===== src/rtl/rc_pkg.sv =====
package rc_pkg;

  typedef enum logic [1:0] {
    ST_HALT = 2'd0,
    ST_RUN  = 2'd1,
    ST_STEP = 2'd2
  } rc_state_e;

  localparam logic [2:0] RSN_HOST  = 3'd0;
  localparam logic [2:0] RSN_STOPI = 3'd1;
  localparam logic [2:0] RSN_ILL   = 3'd2;
  localparam logic [2:0] RSN_STEP  = 3'd3;

  localparam logic [1:0] ADDR_PC   = 2'd0;
  localparam logic [1:0] ADDR_CMD  = 2'd1;
  localparam logic [1:0] ADDR_STAT = 2'd2;

  localparam int CMD_GO_BIT   = 0;
  localparam int CMD_HALT_BIT = 1;
  localparam int CMD_STEP_BIT = 2;

  localparam int ST_ACT_BIT  = 0;
  localparam int ST_RSN_LSB  = 1;
  localparam int ST_ERR_BIT  = 4;
  localparam int ST_STEP_BIT = 5;

  // Does an active core halt this cycle?
  function automatic logic halt_now(input logic ill, input logic stopi,
                                    input logic host, input logic step_done);
    return ill | stopi | host | step_done;
  endfunction

  // Reason code for a halt, core faults ahead of host request.
  function automatic logic [2:0] halt_code(input logic ill, input logic stopi,
                                           input logic host);
    if (ill)        return RSN_ILL;
    else if (stopi) return RSN_STOPI;
    else if (host)  return RSN_HOST;
    else            return RSN_STEP;
  endfunction

endpackage


===== src/rtl/rc_host_if.sv =====
module rc_host_if #(
  parameter int DATA_W = 32,
  parameter int PC_W   = 16
) (
  input  logic              host_wr,
  input  logic [1:0]        host_addr,
  input  logic [DATA_W-1:0] host_wdata,
  input  logic [PC_W-1:0]   pc_q,
  input  logic              active,
  input  logic              stepping,
  input  logic [2:0]        reason,
  input  logic              wr_err,
  output logic              pc_wr,
  output logic [PC_W-1:0]   pc_wdata,
  output logic              cmd_go,
  output logic              cmd_halt,
  output logic              cmd_step,
  output logic              err_clr,
  output logic [DATA_W-1:0] host_rdata
);
  import rc_pkg::*;

  logic cmd_wr;
  logic stat_wr;

  assign cmd_wr   = host_wr && (host_addr == ADDR_CMD);
  assign stat_wr  = host_wr && (host_addr == ADDR_STAT);
  assign pc_wr    = host_wr && (host_addr == ADDR_PC);
  assign pc_wdata = host_wdata[PC_W-1:0];

  assign cmd_halt = cmd_wr && host_wdata[CMD_HALT_BIT];
  assign cmd_go   = cmd_wr && host_wdata[CMD_GO_BIT] && !host_wdata[CMD_HALT_BIT];
  assign cmd_step = cmd_wr && host_wdata[CMD_STEP_BIT] &&
                    !host_wdata[CMD_GO_BIT] && !host_wdata[CMD_HALT_BIT];
  assign err_clr  = stat_wr && host_wdata[ST_ERR_BIT];

  always_comb begin
    host_rdata = '0;
    case (host_addr)
      ADDR_PC:   host_rdata[PC_W-1:0] = pc_q;
      ADDR_STAT: begin
        host_rdata[ST_ACT_BIT]              = active;
        host_rdata[ST_RSN_LSB+2:ST_RSN_LSB] = reason;
        host_rdata[ST_ERR_BIT]              = wr_err;
        host_rdata[ST_STEP_BIT]             = stepping;
      end
      default:   host_rdata = '0;
    endcase
  end

endmodule


===== src/rtl/rc_seq.sv =====
module rc_seq (
  input  logic       clk,
  input  logic       rst_n,
  input  logic       cmd_go,
  input  logic       cmd_halt,
  input  logic       cmd_step,
  input  logic       evt_retire,
  input  logic       evt_stopi,
  input  logic       evt_ill,
  output logic       active,
  output logic       stepping,
  output logic [2:0] reason,
  output logic       pc_adv,
  output logic       halt_evt
);
  import rc_pkg::*;

  rc_state_e  state_q, state_d;
  logic [2:0] reason_q, reason_d;
  logic       step_done;

  assign active    = (state_q != ST_HALT);
  assign stepping  = (state_q == ST_STEP);
  assign reason    = reason_q;
  assign step_done = stepping && evt_retire;
  assign halt_evt  = active && halt_now(evt_ill, evt_stopi, cmd_halt, step_done);
  assign pc_adv    = active && evt_retire && !evt_ill && !evt_stopi;

  always_comb begin
    state_d  = state_q;
    reason_d = reason_q;
    if (active) begin
      if (halt_evt) begin
        state_d  = ST_HALT;
        reason_d = halt_code(evt_ill, evt_stopi, cmd_halt);
      end
    end else if (!cmd_halt) begin
      if (cmd_go) begin
        state_d  = ST_RUN;
        reason_d = RSN_HOST;
      end else if (cmd_step) begin
        state_d  = ST_STEP;
        reason_d = RSN_HOST;
      end
    end
  end

  always_ff @(posedge clk) begin
    if (!rst_n) begin
      state_q  <= ST_HALT;
      reason_q <= RSN_HOST;
    end else begin
      state_q  <= state_d;
      reason_q <= reason_d;
    end
  end

endmodule


===== src/rtl/rc_pc.sv =====
module rc_pc #(
  parameter int          PC_W     = 16,
  parameter int          STEP     = 4,
  parameter logic [PC_W-1:0] RESET_PC = '0
) (
  input  logic            clk,
  input  logic            rst_n,
  input  logic            pc_wr,
  input  logic [PC_W-1:0] pc_wdata,
  input  logic            active,
  input  logic            pc_adv,
  input  logic            err_clr,
  output logic [PC_W-1:0] pc_q,
  output logic            pc_load,
  output logic            pc_reject,
  output logic            wr_err
);

  localparam logic [PC_W-1:0] STEP_INC = PC_W'(STEP);

  function automatic logic [PC_W-1:0] next_pc(input logic [PC_W-1:0] pc);
    return pc + STEP_INC;
  endfunction

  logic [PC_W-1:0] pc_r;
  logic            err_r;

  assign pc_load   = pc_wr && !active;
  assign pc_reject = pc_wr && active;
  assign pc_q      = pc_r;
  assign wr_err    = err_r;

  always_ff @(posedge clk) begin
    if (!rst_n) begin
      pc_r <= RESET_PC;
    end else if (pc_load) begin
      pc_r <= pc_wdata;
    end else if (pc_adv) begin
      pc_r <= next_pc(pc_r);
    end
  end

  always_ff @(posedge clk) begin
    if (!rst_n)          err_r <= 1'b0;
    else if (pc_reject)  err_r <= 1'b1;
    else if (err_clr)    err_r <= 1'b0;
  end

endmodule


===== src/rtl/rc_run_ctrl.sv =====
module rc_run_ctrl #(
  parameter int              DATA_W   = 32,
  parameter int              PC_W     = 16,
  parameter int              STEP     = 4,
  parameter logic [PC_W-1:0] RESET_PC = '0
) (
  input  logic              clk,
  input  logic              rst_n,
  input  logic              host_wr,
  input  logic [1:0]        host_addr,
  input  logic [DATA_W-1:0] host_wdata,
  output logic [DATA_W-1:0] host_rdata,
  output logic              core_run,
  output logic [PC_W-1:0]   core_pc,
  input  logic              core_retire,
  input  logic              core_stop_insn,
  input  logic              core_illegal
);

  logic            pc_wr, cmd_go, cmd_halt, cmd_step, err_clr;
  logic [PC_W-1:0] pc_wdata, pc_q;
  logic            active, stepping, pc_adv, halt_evt;
  logic            pc_load, pc_reject, wr_err;
  logic [2:0]      reason;

  rc_host_if #(.DATA_W(DATA_W), .PC_W(PC_W)) host_i (
    .host_wr(host_wr), .host_addr(host_addr), .host_wdata(host_wdata),
    .pc_q(pc_q), .active(active), .stepping(stepping), .reason(reason),
    .wr_err(wr_err), .pc_wr(pc_wr), .pc_wdata(pc_wdata), .cmd_go(cmd_go),
    .cmd_halt(cmd_halt), .cmd_step(cmd_step), .err_clr(err_clr),
    .host_rdata(host_rdata)
  );

  rc_seq seq_i (
    .clk(clk), .rst_n(rst_n), .cmd_go(cmd_go), .cmd_halt(cmd_halt),
    .cmd_step(cmd_step), .evt_retire(core_retire), .evt_stopi(core_stop_insn),
    .evt_ill(core_illegal), .active(active), .stepping(stepping),
    .reason(reason), .pc_adv(pc_adv), .halt_evt(halt_evt)
  );

  rc_pc #(.PC_W(PC_W), .STEP(STEP), .RESET_PC(RESET_PC)) pc_i (
    .clk(clk), .rst_n(rst_n), .pc_wr(pc_wr), .pc_wdata(pc_wdata),
    .active(active), .pc_adv(pc_adv), .err_clr(err_clr), .pc_q(pc_q),
    .pc_load(pc_load), .pc_reject(pc_reject), .wr_err(wr_err)
  );

  assign core_run = active;
  assign core_pc  = pc_q;

endmodule


===== config.mk =====
export PLATFORM = sky130hd
export DESIGN_NAME = rc_run_ctrl
export DESIGN_NICKNAME = d
export VERILOG_FILES = /design/src/rtl/rc_pkg.sv /design/src/rtl/rc_host_if.sv /design/src/rtl/rc_seq.sv /design/src/rtl/rc_pc.sv /design/src/rtl/rc_run_ctrl.sv
export SDC_FILE = /design/constraint.sdc
export NUM_CORES = 1
export LEC_CHECK = 0
export BUFFER_PORTS_ARGS = -buffer_cell sky130_fd_sc_hd__clkbuf_2
export CAP_MARGIN = 5
export CORE_ASPECT_RATIO = 1.2
export CORE_MARGIN = 2
export CORE_UTILIZATION = 42
export CTS_CLUSTER_DIAMETER = 100
export CTS_CLUSTER_SIZE = 30
export DETAILED_ROUTE_END_ITERATION = 12
export GPL_ROUTABILITY_DRIVEN = 0
export PLACE_DENSITY = 0.89
export SYNTH_ARGS = -nofsm -noshare
export SYNTH_HDL_FRONTEND = slang
export SYNTH_SLANG_ARGS = --single-unit

===== constraint.sdc =====
create_clock -name clk -period 1.8 [get_ports clk]
set_input_delay 0.18 -clock clk [delete_from_list [all_inputs] [get_ports clk]]
set_output_delay 0.18 -clock clk [all_outputs]
set_load 0.1 [all_outputs]

### Word-level counts from Yosys, hierarchy flattened

Index checks and enable logic that the tools add are counted.

| operators by class | value |
|---|---|
| equal/unequal tests | 5 |
| bitwise operators | 3 |
| multiplexer cells | 19 |
| add/sub/neg operators | 1 |
| reduce and logical (&&, ||, !) cells | 28 |

Operator list:

| kind | count |
|---|---|
| 16-bit 2-to-1 mux | 2 |
| 3-bit 2-to-1 mux | 7 |
| 1-bit logical AND | 17 |
| 16-bit by 3-bit adder with 16-bit output (second input constant) | 1 |
| 2-bit 2-to-1 mux | 6 |
| 6-bit case mux with 2 select lines | 1 |
| 10-bit 2-to-1 mux | 1 |
| 2-bit nonzero test | 3 |
| 1-bit zero test | 5 |
| 2-bit == test (second input constant) | 2 |
| 2-bit != test (second input constant) | 2 |
| 1-bit OR | 3 |
| 3-bit AND reduction | 1 |
| 3-bit nonzero test | 1 |
| 2-bit by 1-bit == test with 1-bit output (second input constant) | 1 |
| 2-bit zero test | 1 |
| 1-bit 2-to-1 mux | 2 |

| word-level totals | value |
|---|---|
| word-level logic and storage cells | 60 |
| bits of input ports | 40 |
| register bits after elaboration | 22 |
| output and inout bits | 49 |

### Logic depth before layout (Yosys ltp)

Gate-level depths: netlist (run 1).

| logic depth | value |
|---|---|
| depth after elaboration | 9 |
| gate-level depth with buffers | 6 |
| depth with buffers taken out | 5 |

### Cells and area by module

A second synthesis (run 1) with hierarchy kept.

| second synthesis, totals | value |
|---|---|
| cell total of the unflattened synthesis | 199 |
| area total of the unflattened synthesis | 1647.8 um2 |

By module, submodules not included:

| module | area each (um2) | sequential area each (um2) | cells an instance | instances |
|---|---|---|---|---|
| rc_pc | 887.1 | 340.3 | 100 | 1 |
| rc_host_if | 505.5 | 0.0 | 66 | 1 |
| rc_seq | 255.2 | 80.1 | 33 | 1 |

### Least setup slack after synthesis (run 1)

Ideal clock, no wire load.

| path | value |
|---|---|
| kind | flip-flop to output port |
| from | register pc_i.pc_r[0] (netlist: pc_i.pc_q[0]) |
| to | output host_rdata[0] |
| path slack | -1.726 ns |
| required time | 1.620 ns |
| path buffers | 0 |
| arrival | 3.346 ns |
| cell stages (with the launch flop) | 3 |
| cell sequence | dfxtp_1 -> nor2_1 -> a211oi_1 |

| on the way | value |
|---|---|
| cells in the longest elaborated chain, start to end | 1 |

Ends and longest elaborated chain:

| what | line | source |
|---|---|---|
| from (decl) | rc_pc.sv:25 | `logic [PC_W-1:0] pc_r;` |
| from (signal assigned) | rc_pc.sv:37 | `pc_r <= pc_wdata;` |
| from (signal assigned) | rc_pc.sv:39 | `pc_r <= next_pc(pc_r);` |
| 6-bit case mux with 2 select lines | rc_host_if.sv:39 | `case (host_addr)` |
| to (decl) | rc_run_ctrl.sv:12 | `output logic [DATA_W-1:0] host_rdata,` |

No other way between the ends.

### Worst setup path in the final report (run 1)

| path | value |
|---|---|
| from | register seq_i.state_q[1] |
| to | output host_rdata[0] |

| on the way | value |
|---|---|
| cells in the longest elaborated chain, start to end | 2 |

Ends and longest elaborated chain:

| what | line | source |
|---|---|---|
| from (decl) | rc_seq.sv:18 | `rc_state_e state_q, state_d;` |
| from (signal assigned) | rc_seq.sv:53 | `state_q <= state_d;` |
| 2-bit nonzero test | rc_seq.sv:22 | `assign active = (state_q != ST_HALT);` |
| 6-bit case mux with 2 select lines | rc_host_if.sv:39 |  |

No other way between the ends.

==> summary.md, run 1 <==
| Metric | Value |
|---|---|
| Worst path required time | roughly 1.6 ns |
| Minimum clock period | 1.75 ns |
| Number of diodes | 0 |
| Area Overhead vs Synth | 41.3% |
| Placed Area | 1920 um2 |
| Seq cells post-synth | 21 |
| Max-cap violations | 0 |
| Core Rows | 22 |
| Core Area | about 3100 um2 |
| Crit start category | register |
| Status | completed |
| Netlist cell types | 40 |
| Largest family of logic cells by synthesized area | simple AND/OR/NAND/NOR gates |
| Post-route cell area | 1950 um2 |
| Main synth FF type | dfxtp_1 |
| Grt total ovfl | 0 |
| EDFF count, synth | 0 |
| Min-Delay Path Class | in2reg |
| Hold buffer count at cts | 0 |
| Synth warnings | 0 |
| GRT met2 Usage | 0.381 |
| Die Span Y | 66.7 um |
| Final HPWL DP | 3000 um |
| Kind of end point of the critical path | primary output |
| Complex-gate fraction of the synthesized area | 0.199 |
| Nets | 276 |
| Setup-failing EPs final | 0 |
| Unrepaired setup endpoints after global routing | no |
| Clock Latency Late Sink | 0.29 ns |
| Iter 0 DRT Violations | 79 |
| Routed WL per cell | 14.1 um |
| Slew @ Worst Pin | 0.580 ns |
| Number of I/O port buffers | 56 |
| Initial antenna violation count | 0 |
| Max FO, Critical Path | 6 |
| FF+latch area | roughly 440 um2 |
| Setup tns final | 0 ns |
| # DRC | 0 |
| Multi-input combinational cell area | 915 um2 |
| P_leak | around 0.83 nW |
| CP max stage cell | clkbuf_2 |
| Num CTS Buffers | 3 |
| Synth Area in Adders | 0.00908 |
| Placed cell count | about 270 |
| Synth Instances | 176 |
| Max Root-Sink Buffers | 2 |
| Post-synthesis simple-gate area fraction | 0.282 |
| CP arrival | around 1.6 ns |
| Post-synthesis mux area share | 0.0436 |
| Fin Clk Skew | between 0.002 and 0.0025 ns |
| Crit-path leading delay family | buffers and inverters |
| Finished Layout Cells | 270 |
| Root Buffer | clkbuf_4 |
| PostCTS Resize Cnt | 1 |
| Commonest non-fill, non-tap cell in the layout | clkbuf_2 |
| Largest net degree at the start of global routing | 29 |
| Peak VDD IR | just over 0.4 mV |
| Starting Density | 0.443 |
| Synth Area per Inst | slightly below 8 um2 |
| Sink Count | 21 |
| CTS tree | yes |
| First-pass detailed-route iteration total | 4 |
| H-Tree Depth | 1 |
| Via count | about 1500 |
| Slew HR | 0.608 |
| Setup Buffers After CTS | 0 |
| Synth Area in XOR/XNOR | 0.0381 |
| Buffer and inverter count on the worst path | 1 |
| CP max stage delay | 0.48 ns |
| Pwr per Cell Area | 635 nW/um2 |
| Critical path class | reg2out |
| Post-Syn Area | 1380 um2 |
| Part of the Yosys area used for sequential elements | 0.305 |
| Most frequent cells in the layout | clkbuf_2, conb_1, nor2_1, o21ai_0, dfxtp_2 |
| Final period utilization | 0.971 |
| Via density | 5.43 |
| Global-route layer with the greatest usage | met2 |
| GRT Overall Usage | 0.201 |
| Die Span X | roughly 56 um |
| Total power | 0.00124 W |
| Max Freq | 572 MHz |
| Top Ports | 89 |
| GRT met3 Usage | 0.0233 |
| CP Cell Sequence | nor2_4 > a211oi_4 > clkbuf_2 |
| Vias in the first global route | ~1300 |
| Share of layout cells above drive strength 1 | 0.427 |
| Final hold viol count | 0 |
| Final ANT Viol Nets | 0 |
| # fillers | 262 |
| Die area | 3760 um2 |
| GRT met1 Usage | 0.235 |
| First-pass GRT wire length | 6020 um |
| Slew Viols, Final | 0 |
| Post-synthesis async set-or-reset flop share | 0 |
| DRT Wirelength | around 3800 um |
| CTS clock-pin slew for the worst setup and hold paths | 0.12 ns |
[per-stage QoR]
step / hold slack [ns] / utilization / worst slack [ns]
global placement: 0.441 / 0.616 / 0.206
CTS: 0.148 / 0.626 / 0.0540
finish: 0.141 / 0.626 / 0.0514
detailed placement: 0.470 / 0.616 / 0.150
floorplan: 0.311 / - / -0.0244
global route: 0.165 / 0.626 / 0.0142
[path summary, 6_finish.rpt]
kind / depth (start not counted) / start / slack, ns / endpoint
worst max register to register: 6 / seq_i.state_q[1] / 0.11 / pc_i.pc_q[11]
worst min-delay path: 3 / host_wdata[5] / 0.14 / pc_i.pc_q[5]
worst max-delay path: 3 / seq_i.state_q[1] / 0.05 / host_rdata[0]
worst min register to register: 2 / pc_i.wr_err / 0.49 / pc_i.wr_err
[where the power goes]
part | internal [W] | switching, W | total, W
Clock | 0.0000862 | 0.000141 | 0.000227
Combinational | 0.0000886 | 0.000409 | 0.000498
Sequential | 0.000486 | 0.0000245 | 0.000511
Total | 0.000661 | 0.000575 | 0.00124
[registers in the layout, indices dropped and copies added (netlist names)]
register / flops
pc_i.pc_q: 16
pc_i.wr_err: 1
seq_i.reason: 2
seq_i.state_q: 2
[final cells by class]
type | instances | share of cell area
multi-input combinational | 142 | 0.470
timing repair buffer | 63 | 0.257
sequential | 21 | 0.226
tap | 36 | 0.0231
clock buffer | 4 | 0.0135
inverter | 4 | 0.0103
[Yosys cell counts, drive strengths merged, types with 5 or more instances]
cell type | count | area [um2]
dfxtp | 21 | 420
buf | 17 | 125
nor2 | 17 | 63.8
o21ai | 13 | 65.1
and2 | 12 | 75.1
nand2 | 11 | 41.3
a31oi | 8 | 50.1
a21oi | 7 | 35.0
clkbuf | 7 | 26.3
a211oi | 6 | 45.0
mux2i | 6 | 60.1
xor2 | 5 | 43.8
[metal layers]
metal	vias up	share of wire
li1	721	-
met1	676	0.40
met2	64	0.53
met3	6	0.056
met4	0	0.013
met5	-	0
[kinds of logic after synthesis]
group,Yosys count
buffers and inverters,28
flip-flops,21
AND/OR/NAND/NOR,69
multiplexers,6
other,1
adder cells (fa/ha/maj),1
AO/OA/AOI/OAI,44
XOR/XNOR,6
[worst reg2reg max path, stage by stage (launching register included)]
cell and delay (ns):
dfxtp_1 0.45, nor2_4 0.11, clkinv_4 0.10, nand4_1 0.10, buf_4 0.19, or4_1 0.50, a31oi_1 0.17
Power figures use the tool's default switching activity.
==> run 2: changes to the inputs <==
CELL_PAD_IN_SITES_DETAIL_PLACEMENT = 0   (was not set)
CELL_PAD_IN_SITES_GLOBAL_PLACEMENT = 1   (was not set)
CORE_UTILIZATION = 28   (was 42)
PLACE_DENSITY = 0.88   (was 0.89)
==> run 2 against run 1 <==
  * Sequential power about the same
  * Count of clock-buffer cells in the layout unchanged
  * Die area increased by 46%
  * Combinational power about the same
  * Global-route usage decreased by 5.8 points
==> summary.md, run 2 (synthesized netlist as in run 1, its figures left out) <==
| Metric | Value |
|---|---|
| Status | completed |
| CP Cell Sequence | nor2_2 > clkinv_4 > clkbuf_2 |
| Unrepaired setup endpoints after global routing | no |
| Critical path class | reg2out |
| Pint | 0.000733 W (+11%) |
| CTS clock-pin slew for the worst setup and hold paths | 0.08 ns (-0.04 ns) |
| Final Hold Slack | 0.181 ns (+0.0396 ns) |
| Root Buffer | clkbuf_8 |
| Final HPWL DP | 2940 um (-1.9%) |
| First-pass detailed-route iteration total | 4 (unchanged) |
| Worst reg2reg path depth | 6 (unchanged) |
| Flop pwr share | 0.387 (-0.026) |
| Nets | 276 (unchanged) |
| Hold buffer count at cts | 0 (unchanged) |
| CP max stage cell | clkbuf_2 |
| Commonest non-fill, non-tap cell in the layout | clkbuf_2 |
| Worst path required time | 1.62 ns (about the same) |
| Iter 0 DRT Violations | 64 (-19%) |
| Num CTS Buffers | 3 (unchanged) |
| DRT Wirelength | 3800 um (+0.16%) |
| Clock Latency Late Sink | 0.26 ns (-0.03 ns) |
| Via count | 1425 (-2.9%) |
| Die area | 5500 um2 (+46%) |
| Top Ports | 89 (unchanged) |
| CP arrival | 1.51 ns (-0.06 ns) |
| P_leak | 0.838 nW (+0.82%) |
| GRT Overall Usage | 0.143 (-0.0582) |
| Initial antenna violation count | 0 (unchanged) |
| Core Area | 4660 um2 (+50%) |
| Kind of end point of the critical path | primary output |
| Crit start category | register |
| Final period utilization | 0.940 (-0.0319) |
| Share of layout cells above drive strength 1 | 0.432 (+0.00427) |
| Sink Count | 21 (unchanged) |
| Fin util | 0.427 (-0.199) |
| Max Freq | 591 MHz (+3.4%) |
| Peak VDD IR | 0.337 mV (-16%) |
| Fin Clk Skew | 0.00471 ns (+0.00271 ns) |
| Hold depth | 3 (unchanged) |
| Post-route cell area | 1990 um2 (+2.3%) |
| Core Rows | 27 (+23%) |
| Slew @ Worst Pin | 0.550 ns (-0.0304 ns) |
| Die Span Y | 80.8 um (+21%) |
| Net Sw Power | 0.000586 W (+1.9%) |
| Slew Viols, Final | 0 (unchanged) |
| Total power | 0.00132 W (+6.7%) |
| Clock power share | 0.236 (+0.052) |
| RR Startpoint | seq_i.state_q[0] |
| Largest net degree at the start of global routing | 25 (-14%) |
| Setup-failing EPs final | 0 (unchanged) |
| Number of I/O port buffers | 56 (unchanged) |
| CTS tree | yes |
| Max FO, Critical Path | 9 (+3) |
| Critical R2R Capture | pc_i.pc_q[9] |
| Pwr per Cell Area | 662 nW/um2 (+4.3%) |
| Grt total ovfl | 0 (unchanged) |
| Max reg flops | 16 (unchanged) |
| Worst hold path startpoint | host_wdata[3] |
| Minimum clock period | 1.69 ns (-0.0574 ns) |
| Area Overhead vs Synth | 44.6% |
| Setup Buffers After CTS | 0 (unchanged) |
| Min-Delay Path Class | in2reg |
| CP max stage delay | 0.40 ns (-0.08 ns) |
| Die Span X | 68.0 um (+21%) |
| Max Root-Sink Buffers | 2 (unchanged) |
| Max-cap violations | 0 (unchanged) |
| Final hold viol count | 0 (unchanged) |
| # DRC | 0 (unchanged) |
| Placed Area | 1950 um2 (+1.6%) |
| First-pass GRT wire length | 6160 um (+2.3%) |
| Via density | 4.88 (-10%) |
| Vias in the first global route | 1324 (-1.1%) |
| Hold Path End | pc_i.pc_q[3] |
| Reg-to-reg slack, setup | 0.18 ns (+0.07 ns) |
| H-Tree Depth | 1 (unchanged) |
| Combinational share of power | 0.377 (-0.026) |
| Slew HR | 0.635 (+0.0273) |
| Routed WL per cell | 13.0 um (-7.4%) |
| Most frequent cells in the layout | clkbuf_2, conb_1, dfxtp_2 |
| Number of diodes | 0 (unchanged) |
| Starting Density | 0.295 (-0.147) |
| Switch share | 0.444 (-0.0209) |
| Final ANT Viol Nets | 0 (unchanged) |
-- run 2: cell count changes in the layout (fill, tap and decap cells not counted), sizes merged --
cell	delta
buf	+1
clkbuf	-1
-- run 2: worst max path at each step --
| stage | from | to | slack [ns] | depth (start not counted) |
|---|---|---|---|---|
| after floorplan | pc_i.pc_q[0] | host_rdata[0] | -0.02 | 2 |
| after global placement | core_illegal | pc_i.pc_q[9] | 0.19 | 6 |
| after detailed placement | seq_i.state_q[1] | pc_i.pc_q[9] | 0.16 | 6 |
| after CTS | seq_i.state_q[1] | core_run | 0.08 | 3 |
| after global routing | seq_i.state_q[1] | core_run | 0.03 | 3 |
| final | seq_i.state_q[1] | core_run | 0.11 | 3 |
-- run 2: area by class of cell --
class	instances	area, um2
multi-input combinational	142	910
fill	495	2670
clock buffer	4	45.0
tap	58	72.6
sequential	21	442
timing repair buffer	63	503
inverter	4	20.0
-- run 2: metal layers --
layer / track usage / vias up / routed length (um)
met5: 0 / - / 0
met3: 0.0360 / 4 / 263
met4: 0.0340 / 0 / 33
met2: 0.247 / 47 / 1850
li1: - / 720 / -
met1: 0.176 / 654 / 1660
-- run 2: stage by stage --
stage | worst slack [ns] | setup TNS (ns) | cells
6_report | 0.109 | 0 | 292
3_5_place_dp | 0.161 | 0 | 288
4_1_cts | 0.0786 | 0 | 292
3_3_place_gp | 0.186 | 0 | 288
2_1_floorplan | -0.0244 | -0.0244 | 191
5_1_grt | 0.0321 | 0 | 292
-- run 2: worst max-delay path: cells and delay by family (launching register included) --
family | cells | cell delay, ns
flip-flops | 1 | 0.35
buffers and inverters | 2 | 0.56
AND/OR/NAND/NOR | 1 | 0.34
-- run 2: what timing repair did --
item,CTS,global route
resized for setup,0,1
endpoints found under the setup margin,0,1
endpoints found under the hold margin,0,0
-- run 2: power groups by stage --
stage                     logic, W  registers (W)  clock network, W
final                     0.000497       0.000510          0.000311
after floorplan           0.000304       0.000644                 0
after CTS                 0.000499       0.000511          0.000323
after detailed placement  0.000498       0.000521                 0
after global placement    0.000496       0.000521                 0
after global routing      0.000517       0.000515          0.000339
